File: config.mk
export PLATFORM = sky130hd
export DESIGN_NAME = irq_state_bitmaps
export DESIGN_NICKNAME = d
export VERILOG_FILES = /design/src/rtl/irqbm_pkg.sv /design/src/rtl/irqbm_ctrl.sv /design/src/rtl/irqbm_datapath.sv /design/src/rtl/irq_state_bitmaps.sv
export SDC_FILE = /design/constraint.sdc
export NUM_CORES = 1
export LEC_CHECK = 0
export ABC_AREA = 1
export BUFFER_PORTS_ARGS = -buffer_cell sky130_fd_sc_hd__buf_2
export CORE_AREA = 2 2 333 335
export DETAILED_ROUTE_END_ITERATION = 10
export DIE_AREA = 0 0 335 337
export PLACE_DENSITY = 0.51
export SYNTH_ARGS = -nofsm -noshare
export SYNTH_HDL_FRONTEND = slang
export SYNTH_HIERARCHICAL = 1
export SYNTH_SLANG_ARGS = --single-unit
File: constraint.sdc
create_clock -name clk -period 3.55 [get_ports clk]
set_input_delay 0.355 -clock clk [delete_from_list [all_inputs] [get_ports clk]]
set_output_delay 0.355 -clock clk [all_outputs]
set_load 0.02 [all_outputs]
File: src/rtl/irqbm_pkg.sv
package irqbm_pkg;
  localparam int WORD_BITS  = 32;
  localparam int WORD_IDX_W = 5;

  localparam logic [2:0] BANK_SET_EN   = 3'd0;
  localparam logic [2:0] BANK_CLR_EN   = 3'd1;
  localparam logic [2:0] BANK_SET_PEND = 3'd2;
  localparam logic [2:0] BANK_CLR_PEND = 3'd3;
  localparam logic [2:0] BANK_SET_ACT  = 3'd4;
  localparam logic [2:0] BANK_CLR_ACT  = 3'd5;

  typedef enum logic [1:0] {TG_ENABLE, TG_PEND, TG_ACTIVE, TG_NONE} target_e;
  typedef enum logic [1:0] {MK_GROUP, MK_GE1, MK_GE2} maskKind_e;

  typedef struct packed {
    logic                  doSet;
    logic                  doClr;
    logic                  doRead;
    logic                  rdLive;
    target_e               target;
    maskKind_e             maskKind;
    logic [WORD_IDX_W-1:0] word;
    logic                  secure;
  } strobe_t;
endpackage

File: src/rtl/irqbm_ctrl.sv
module irqbm_ctrl
  import irqbm_pkg::*;
#(
  parameter int NUM_IRQ = 96
) (
  input  logic       clk,
  input  logic       rstN,
  input  logic       regValid,
  input  logic       regWrite,
  input  logic       regSecure,
  input  logic [9:0] regAddr,
  output strobe_t    st
);
  localparam int NUM_WORDS = NUM_IRQ / WORD_BITS;

  target_e   target;
  maskKind_e kind;
  logic      isSetAlias;
  logic      inRange;
  logic [WORD_IDX_W-1:0] wordIdx;

  assign wordIdx = regAddr[6:2];
  assign inRange = (wordIdx != '0) && (int'(wordIdx) < NUM_WORDS);

  always_comb begin
    target     = TG_NONE;
    kind       = MK_GROUP;
    isSetAlias = 1'b0;
    case (regAddr[9:7])
      BANK_SET_EN:   begin target = TG_ENABLE; isSetAlias = 1'b1; end
      BANK_CLR_EN:   begin target = TG_ENABLE; end
      BANK_SET_PEND: begin target = TG_PEND; kind = MK_GE1; isSetAlias = 1'b1; end
      BANK_CLR_PEND: begin target = TG_PEND; kind = MK_GE2; end
      BANK_SET_ACT:  begin target = TG_ACTIVE; isSetAlias = 1'b1;
                           kind = regWrite ? MK_GROUP : MK_GE2; end
      BANK_CLR_ACT:  begin target = TG_ACTIVE;
                           kind = regWrite ? MK_GROUP : MK_GE2; end
      default:       begin target = TG_NONE; end
    endcase
  end

  always_comb begin
    st          = '0;
    st.target   = target;
    st.maskKind = kind;
    st.word     = wordIdx;
    st.secure   = regSecure;
    st.rdLive   = inRange && (target != TG_NONE);
    st.doRead   = regValid && !regWrite;
    st.doSet    = regValid && regWrite && st.rdLive && isSetAlias;
    st.doClr    = regValid && regWrite && st.rdLive && !isSetAlias;
  end

  // at most one operation per access
  assert_one_op_R1: assert property (@(posedge clk) disable iff (!rstN)
    $onehot0({st.doSet, st.doClr, st.doRead}));

  // internal word never receives a write strobe
  assert_no_word0_write_R4: assert property (@(posedge clk) disable iff (!rstN)
    (regValid && regWrite && regAddr[6:2] == '0) |-> !(st.doSet || st.doClr));
endmodule

File: src/rtl/irqbm_datapath.sv
module irqbm_datapath
  import irqbm_pkg::*;
#(
  parameter int NUM_IRQ = 96
) (
  input  logic                 clk,
  input  logic                 rstN,
  input  strobe_t              st,
  input  logic [31:0]          wdata,
  input  logic                 secDisable,
  input  logic [NUM_IRQ-1:0]   groupBits,
  input  logic [2*NUM_IRQ-1:0] nsAccess,
  input  logic [NUM_IRQ-1:0]   edgeCfg,
  input  logic [NUM_IRQ-1:0]   irqLevel,
  output logic [31:0]          rdata,
  output logic [NUM_IRQ-1:0]   enableOut,
  output logic [NUM_IRQ-1:0]   pendingOut,
  output logic [NUM_IRQ-1:0]   activeOut
);
  localparam int NUM_WORDS = NUM_IRQ / WORD_BITS;
  localparam logic [NUM_IRQ-1:0] EXT_MASK = {{(NUM_IRQ-WORD_BITS){1'b1}}, {WORD_BITS{1'b0}}};

  logic [NUM_IRQ-1:0] enableQ, pendQ, activeQ, levelQ;
  logic [NUM_IRQ-1:0] enNext, pendNext, actNext;
  logic [NUM_IRQ-1:0] lineOk, edgeRise, pendEff;
  logic [31:0] selGroup, selEn, selPend, selAct, ge1, ge2, permBits, accMask, wMask, rdNext;
  logic [63:0] selNs;
  logic [31:0] rdataQ;
  logic        restricted;

  assign lineOk   = irqLevel & EXT_MASK;
  assign edgeRise = edgeCfg & lineOk & ~levelQ;
  assign pendEff  = pendQ | (lineOk & ~edgeCfg);

  // word select
  always_comb begin
    selGroup = '0; selNs = '0; selEn = '0; selPend = '0; selAct = '0;
    for (int w = 0; w < NUM_WORDS; w++) begin
      if (int'(st.word) == w) begin
        selGroup = groupBits[w*32 +: 32];
        selNs    = nsAccess[w*64 +: 64];
        selEn    = enableQ[w*32 +: 32];
        selPend  = pendEff[w*32 +: 32];
        selAct   = activeQ[w*32 +: 32];
      end
    end
  end

  // permission tests per interrupt
  always_comb begin
    for (int b = 0; b < 32; b++) begin
      ge1[b] = selNs[2*b] | selNs[2*b+1];
      ge2[b] = selNs[2*b+1];
    end
  end

  always_comb begin
    case (st.maskKind)
      MK_GE1:  permBits = ge1;
      MK_GE2:  permBits = ge2;
      default: permBits = '0;
    endcase
    restricted = !st.secure && !secDisable;
    accMask    = restricted ? (selGroup | permBits) : '1;
    wMask      = wdata & accMask;
    case (st.target)
      TG_ENABLE: rdNext = selEn & accMask;
      TG_PEND:   rdNext = selPend & accMask;
      TG_ACTIVE: rdNext = selAct & accMask;
      default:   rdNext = '0;
    endcase
    if (!st.rdLive) rdNext = '0;
  end

  // next state
  always_comb begin
    enNext   = enableQ;
    pendNext = pendQ;
    actNext  = activeQ;
    for (int w = 0; w < NUM_WORDS; w++) begin
      if (int'(st.word) == w) begin
        if (st.doSet) begin
          case (st.target)
            TG_ENABLE: enNext[w*32 +: 32]   = enableQ[w*32 +: 32] | wMask;
            TG_PEND:   pendNext[w*32 +: 32] = pendQ[w*32 +: 32] | wMask;
            TG_ACTIVE: actNext[w*32 +: 32]  = activeQ[w*32 +: 32] | wMask;
            default: ;
          endcase
        end else if (st.doClr) begin
          case (st.target)
            TG_ENABLE: enNext[w*32 +: 32]   = enableQ[w*32 +: 32] & ~wMask;
            TG_PEND:   pendNext[w*32 +: 32] = pendQ[w*32 +: 32] & ~wMask;
            TG_ACTIVE: actNext[w*32 +: 32]  = activeQ[w*32 +: 32] & ~wMask;
            default: ;
          endcase
        end
      end
    end
    pendNext = pendNext | edgeRise;
  end

  always_ff @(posedge clk) begin
    if (!rstN) begin
      enableQ <= '0;
      pendQ   <= '0;
      activeQ <= '0;
      levelQ  <= '0;
      rdataQ  <= '0;
    end else begin
      enableQ <= enNext;
      pendQ   <= pendNext;
      activeQ <= actNext;
      levelQ  <= lineOk;
      if (st.doRead) rdataQ <= rdNext;
    end
  end

  assign rdata      = rdataQ;
  assign enableOut  = enableQ;
  assign pendingOut = pendEff;
  assign activeOut  = activeQ;

  // a set never clears enable or active bits
  assert_set_no_clear_R3: assert property (@(posedge clk) disable iff (!rstN)
    st.doSet |=> ((($past(enableQ) & ~enableQ) | ($past(activeQ) & ~activeQ)) == '0));

  // a clear never sets enable or active bits
  assert_clr_no_set_R3: assert property (@(posedge clk) disable iff (!rstN)
    st.doClr |=> (((enableQ & ~$past(enableQ)) | (activeQ & ~$past(activeQ))) == '0));

  // pending latch falls only after a clear-pending write
  assert_pend_hold_R10: assert property (@(posedge clk) disable iff (!rstN)
    !(st.doClr && st.target == TG_PEND) |=> (($past(pendQ) & ~pendQ) == '0));

  // an edge on an edge-configured line is latched
  assert_edge_latch_R10: assert property (@(posedge clk) disable iff (!rstN)
    (|edgeRise) |=> (($past(edgeRise) & ~pendQ) == '0));

  // out-of-range reads return zero
  assert_oor_zero_R4: assert property (@(posedge clk) disable iff (!rstN)
    (st.doRead && !st.rdLive) |=> (rdataQ == '0));

  // non-secure enable writes leave secure-group bits alone
  assert_masked_kept_R6: assert property (@(posedge clk) disable iff (!rstN)
    ((st.doSet || st.doClr) && st.target == TG_ENABLE && !st.secure && !secDisable)
    |=> (((enableQ ^ $past(enableQ)) & ~$past(groupBits)) == '0));
endmodule

File: src/rtl/irq_state_bitmaps.sv
module irq_state_bitmaps
  import irqbm_pkg::*;
#(
  parameter int NUM_IRQ = 96
) (
  input  logic                 clk,
  input  logic                 rstN,
  input  logic                 regValid,
  input  logic                 regWrite,
  input  logic                 regSecure,
  input  logic [9:0]           regAddr,
  input  logic [31:0]          regWdata,
  output logic [31:0]          regRdata,
  input  logic                 secDisable,
  input  logic [NUM_IRQ-1:0]   groupBits,
  input  logic [2*NUM_IRQ-1:0] nsAccess,
  input  logic [NUM_IRQ-1:0]   edgeCfg,
  input  logic [NUM_IRQ-1:0]   irqLevel,
  output logic [NUM_IRQ-1:0]   enableOut,
  output logic [NUM_IRQ-1:0]   pendingOut,
  output logic [NUM_IRQ-1:0]   activeOut
);
  strobe_t st;

  irqbm_ctrl #(.NUM_IRQ(NUM_IRQ)) u_ctrl (
    .clk(clk), .rstN(rstN), .regValid(regValid), .regWrite(regWrite),
    .regSecure(regSecure), .regAddr(regAddr), .st(st)
  );

  irqbm_datapath #(.NUM_IRQ(NUM_IRQ)) u_dp (
    .clk(clk), .rstN(rstN), .st(st), .wdata(regWdata), .secDisable(secDisable),
    .groupBits(groupBits), .nsAccess(nsAccess), .edgeCfg(edgeCfg), .irqLevel(irqLevel),
    .rdata(regRdata), .enableOut(enableOut), .pendingOut(pendingOut), .activeOut(activeOut)
  );
endmodule

; After elaboration in Yosys (flattened, before gate mapping)
; Index checks and enable logic that the tools add are counted.
[op_classes]
n_mux = 62
n_reduce_logical = 27
n_bitwise = 63
n_eq_ne = 12
n_lt_le_gt_ge = 1
[ops]
columns = cell, count
row1 = 32-bit two-way mux, 53
row2 = 32-bit AND, 13
row3 = 32-bit OR, 10
row4 = 96-bit AND, 3
row5 = 64-bit two-way mux, 3
row6 = 96-bit inverter, 2
row7 = 96-bit OR, 2
row8 = 32-bit case mux with 3 select lines, 1
row9 = 32-bit case mux with 2 select lines, 1
row10 = 32-bit inverter, 1
row11 = 1-bit OR, 32
row12 = 3-bit AND reduction, 6
row13 = 2-bit case mux with 3 select lines, 2
row14 = 1-bit logical AND, 8
row15 = "3-bit by 2-bit == test with 1-bit output, second input constant", 2
row16 = "3-bit == test, second input constant", 2
row17 = 2-bit OR reduction, 3
row18 = "5-bit by 2-bit == test with 1-bit output, second input constant", 1
row19 = "5-bit by 3-bit == test with 1-bit output, second input constant", 1
row20 = 5-bit logical NOT, 1
row21 = "5-bit by 2-bit < comparator with 1-bit output, second input constant", 1
row22 = 5-bit nonzero test, 1
row23 = "2-bit by 1-bit == test with 1-bit output, second input constant", 2
row24 = "2-bit == test, second input constant", 2
row25 = other kinds (9), 12
[word_totals]
word_cells = 175
out_inout_bits = 320
regBits = 416
inputBits = 528

; Longest topological paths before layout
[depth]
word_depth = 16
ltp_mapped = 22
ltp_nobuf = 20

; Modules after synthesis
; Netlist, hierarchy kept.
[modules_own_cells]
columns = module, n_inst, seq_area_each_um2, cells_per_inst, area_per_inst_um2
row1 = irqbm_datapath, 1, 7687.4, 3293, 21195.3
row2 = irqbm_ctrl, 1, 0.0, 40, 229.0

; Worst setup path after synthesis
; OpenSTA, ideal clock, no wires.
[synth_timing]
path_kind = input -> register
from = input port regAddr[8]
to = register (tool-made name)
arrival_time_ps = 2516
setup_time_ps = 119
stages = 16
setup_slack_ps = 914
cell_sequence = inv_1 -> ha_1 -> nor4_2 -> inv_1 -> ha_1 -> o21bai_4 -> buf_6 -> buf_4 -> nor2_1 -> o21ai_1 -> nand4_1 -> nand2_1 -> inv_2 -> nand2_1 -> o21ai_0 -> a21oi_1
[synth_lines]
columns = element, line_no
row1 = "start, declared", irq_state_bitmaps.sv:11  ; input logic [9:0] regAddr,

==> impl_metrics.toml <==
[cells_and_area]
drive_gt1_share_pct = 26.5
postLayoutCoreUtil_pct = 27.4
multi_input_area_um2 = 10800
fill_cells = 12300
syn_to_final_growth_pct = 39.9
layout.area.seq_um2 = 7690
nNetsFinal = 4684

[placed_design]
place_ws_ns = -0.160
place_congestion = 0.944
port_buffers = 781
post-dp-hpwl_um = 105000

[synth]
synth_edf_count = 0
ys_ff_latch = 384
synth_top_area_share_pct = 35.9
syn-num-nets = 3870
synthCells = 3333
yosysSeqAreaShare_pct = 35.9
syn_area_per_cell_um2 = 6.43
synth_common_cells = "nand2_1, a21oi_1, inv_1"
synth_ff_type = "dfxtp_1"
synth.most_common_cell = "nand2_1"
yosys.area.top_type = "dfxtp_1"
yosys_warnings = 6
synthArstFlopShare_pct = 0
netlist_area_um2 = 21400
ys_types = 39
synth_area_leaders = "dfxtp_1, a21oi_1, nand2_1"

[worst_setup_path]
critPathArrivalTime_ns = 3.66
path_max_fanout = 28
worst_setup_path_start_kind = "input pin"
required_ns = 4.07
critPathCaptureType = "register"
reg2reg_from = "u_dp/pendQ[64]$_SDFF_PN0_"
reg2reg_slack_ns = 1.87
reg2reg_depth = 7
crit_start = "regAddr[8]"
r2r_end = "u_dp/rdata[0]$_SDFFE_PN0P_"
crit_type = "in -> reg"

[sta]
period_minus_slack_ns = 3.13
slew_viol_final = 0
fin_ws_ns = 0.416
skew_ns = 0.0257
whs_ns = 0.118
worst_pin_slew_ns = 1.03
max_freq_ghz = 0.319
hold_violations = 0
fin_crit_sh_pct = 88.3
finalSetupViolCount = 0
relSlewSlack_pct = 31.1
rsz0062_at_grt = "false"

[flow_run]
drv_cap = 0

[power]
p_leak_nw = 13.6
peakVddDrop_uv = 324
p_total_w = 0.0115
power_density_nw_per_um2 = 384

[route]
drt_iter0_drc = 2571
ant_nets = 0
vias_per_cell = 4.73
drt-wirelength-per-cell_um = 23.9
dr.pass1.iters = 6
route.final.wire_length_um = 135000
route.vias.total = 26600
drc = 0

[clock_tree]
cts_max_level = 2
cts.sinks = 384
cts_tree = "yes"
cts.clk_slew.worst_paths_ns = 0.06
cts_resized = 0
insertion_delay_ns = 0.60
cts-buffers-inserted = 49
cts_root_buffer = "clkbuf_16"
clk_path_buf_depth = 3

[grt]
antenna_found_initial = 36
overflow = 0
grt_pass1_vias = 24500
grt_max_degree = 156
track_usage_pct = 22.8
grt_pass1_wl_um = 183000

[hold_path]
hold-path-cell-count = 5
min-delay-path-class = "in -> reg"

[outcome]
status = "finished clean"

[floorplan]
fp.dieW_um = 335
fp.dieArea_um2 = 113000
pin_count = 848
core_area_um2 = 110000
die_h_um = 337
rows = 122
start_util_pct = 19.5
-- what timing repair did --
action / CTS / global route
hold buffers: 65 / 0
endpoints found under the hold margin: 65 / 0
buffers inserted: 0 / 0
-- through the flow --
step           instances  instance area (um^2)  setup TNS [ns]
6_report            5634                 30000               0
5_1_grt             5621                 29900               0
4_1_cts             5612                 29900               0
3_5_place_dp        5457                 27700           -1.18
3_3_place_gp        5457                 27700          -0.615
2_1_floorplan       3333                 21400               0
-- power by group --
group          internal, W  total [W]  switching (W)
sequential         0.00440    0.00444      0.0000447
combinational     0.000684    0.00187        0.00119
clock              0.00304    0.00518        0.00214
total              0.00812     0.0115        0.00338
-- metal layers --
metal  wire (um)  part of all wire, %  global-route usage, %
met1       63700                   47                   33.3
met2       55200                   41                   32.7
met3       12100                  8.9                   5.58
met4        3700                  2.7                   6.34
met5          76                0.056                      0
-- worst max-delay path: stages --
cell and delay [ns]:
buf_2 0.09, inv_1 0.06, ha_1 0.32, nor4_2 0.33, inv_1 0.08, ha_1 0.28
o21bai_4 0.14, buf_12 0.22, nor2_1 0.05, o21ai_0 0.52, nand4_1 0.33, buf_4 0.29
nand2_1 0.10, inv_2 0.12, nand2_1 0.10, o21ai_0 0.07, a21oi_1 0.17
-- worst min-delay path by stage --
| stage | from | to |
|---|---|---|
| floorplan | u_dp/pendQ[62]$_SDFF_PN0_ | u_dp/pendQ[62]$_SDFF_PN0_ |
| global placement | u_dp/rdata[3]$_SDFFE_PN0P_ | u_dp/rdata[3]$_SDFFE_PN0P_ |
| detailed placement | u_dp/rdata[19]$_SDFFE_PN0P_ | u_dp/rdata[19]$_SDFFE_PN0P_ |
| CTS | edgeCfg[64] | u_dp/pendQ[64]$_SDFF_PN0_ |
| global route | edgeCfg[45] | u_dp/pendQ[45]$_SDFF_PN0_ |
| finish | edgeCfg[44] | u_dp/pendQ[44]$_SDFF_PN0_ |
-- cell families after synthesis --
group	Yosys count	synth area share [%]
DFF	384	35.9
and+or+nand+nor	1215	24.1
AOI/OAI and AO/OA	1004	25.3
adders and majority gates	9	0.526
buffers and inverters	721	14.2
-- area by class of cell --
type | instances | area share [%]
tap | 1426 | 5.95
sequential | 384 | 25.6
multi-input combinational | 2228 | 35.9
antenna | 22 | 0.184
clock buffer | 75 | 4.86
timing repair buffer | 1009 | 20.9
inverter | 475 | 5.98
clock inverter | 15 | 0.555
-- layout by cell type (no fill, tap or decap), types with 2 or more instances in the layout --
cell type | Yosys | layout
ha_2 | 0 | 2
o21ai_0 | 244 | 243
buf_2 | 53 | 780
nand2_1 | 680 | 680
nor2_1 | 225 | 218
o21bai_1 | 37 | 37
nor3_1 | 32 | 32
ha_1 | 9 | 6
or2_2 | 2 | 2
buf_4 | 55 | 125
o21a_1 | 2 | 2
o22ai_1 | 38 | 38
nor2_4 | 3 | 7
nand2_2 | 21 | 20
clkbuf_1 | 116 | 15
inv_2 | 34 | 33
bufinv_16 | 0 | 3
a21oi_1 | 548 | 548
a211oi_1 | 5 | 5
diode_2 | 0 | 22
inv_4 | 2 | 2
a221oi_1 | 8 | 8
dfxtp_1 | 384 | 384
clkinvlp_4 | 0 | 2
dlygate4sd3_1 | 0 | 65
clkinv_2 | 0 | 7
clkbuf_8 | 0 | 9
o21ai_1 | 68 | 69
nand3b_1 | 7 | 7
inv_6 | 0 | 3
nand4_1 | 60 | 60
nor2_2 | 5 | 8
nand3_2 | 8 | 9
o221ai_1 | 51 | 51
buf_12 | 0 | 38
nand3_1 | 167 | 166
clkbuf_16 | 0 | 51
inv_1 | 438 | 438
Note: power is estimated with default switching activity, not from simulation.
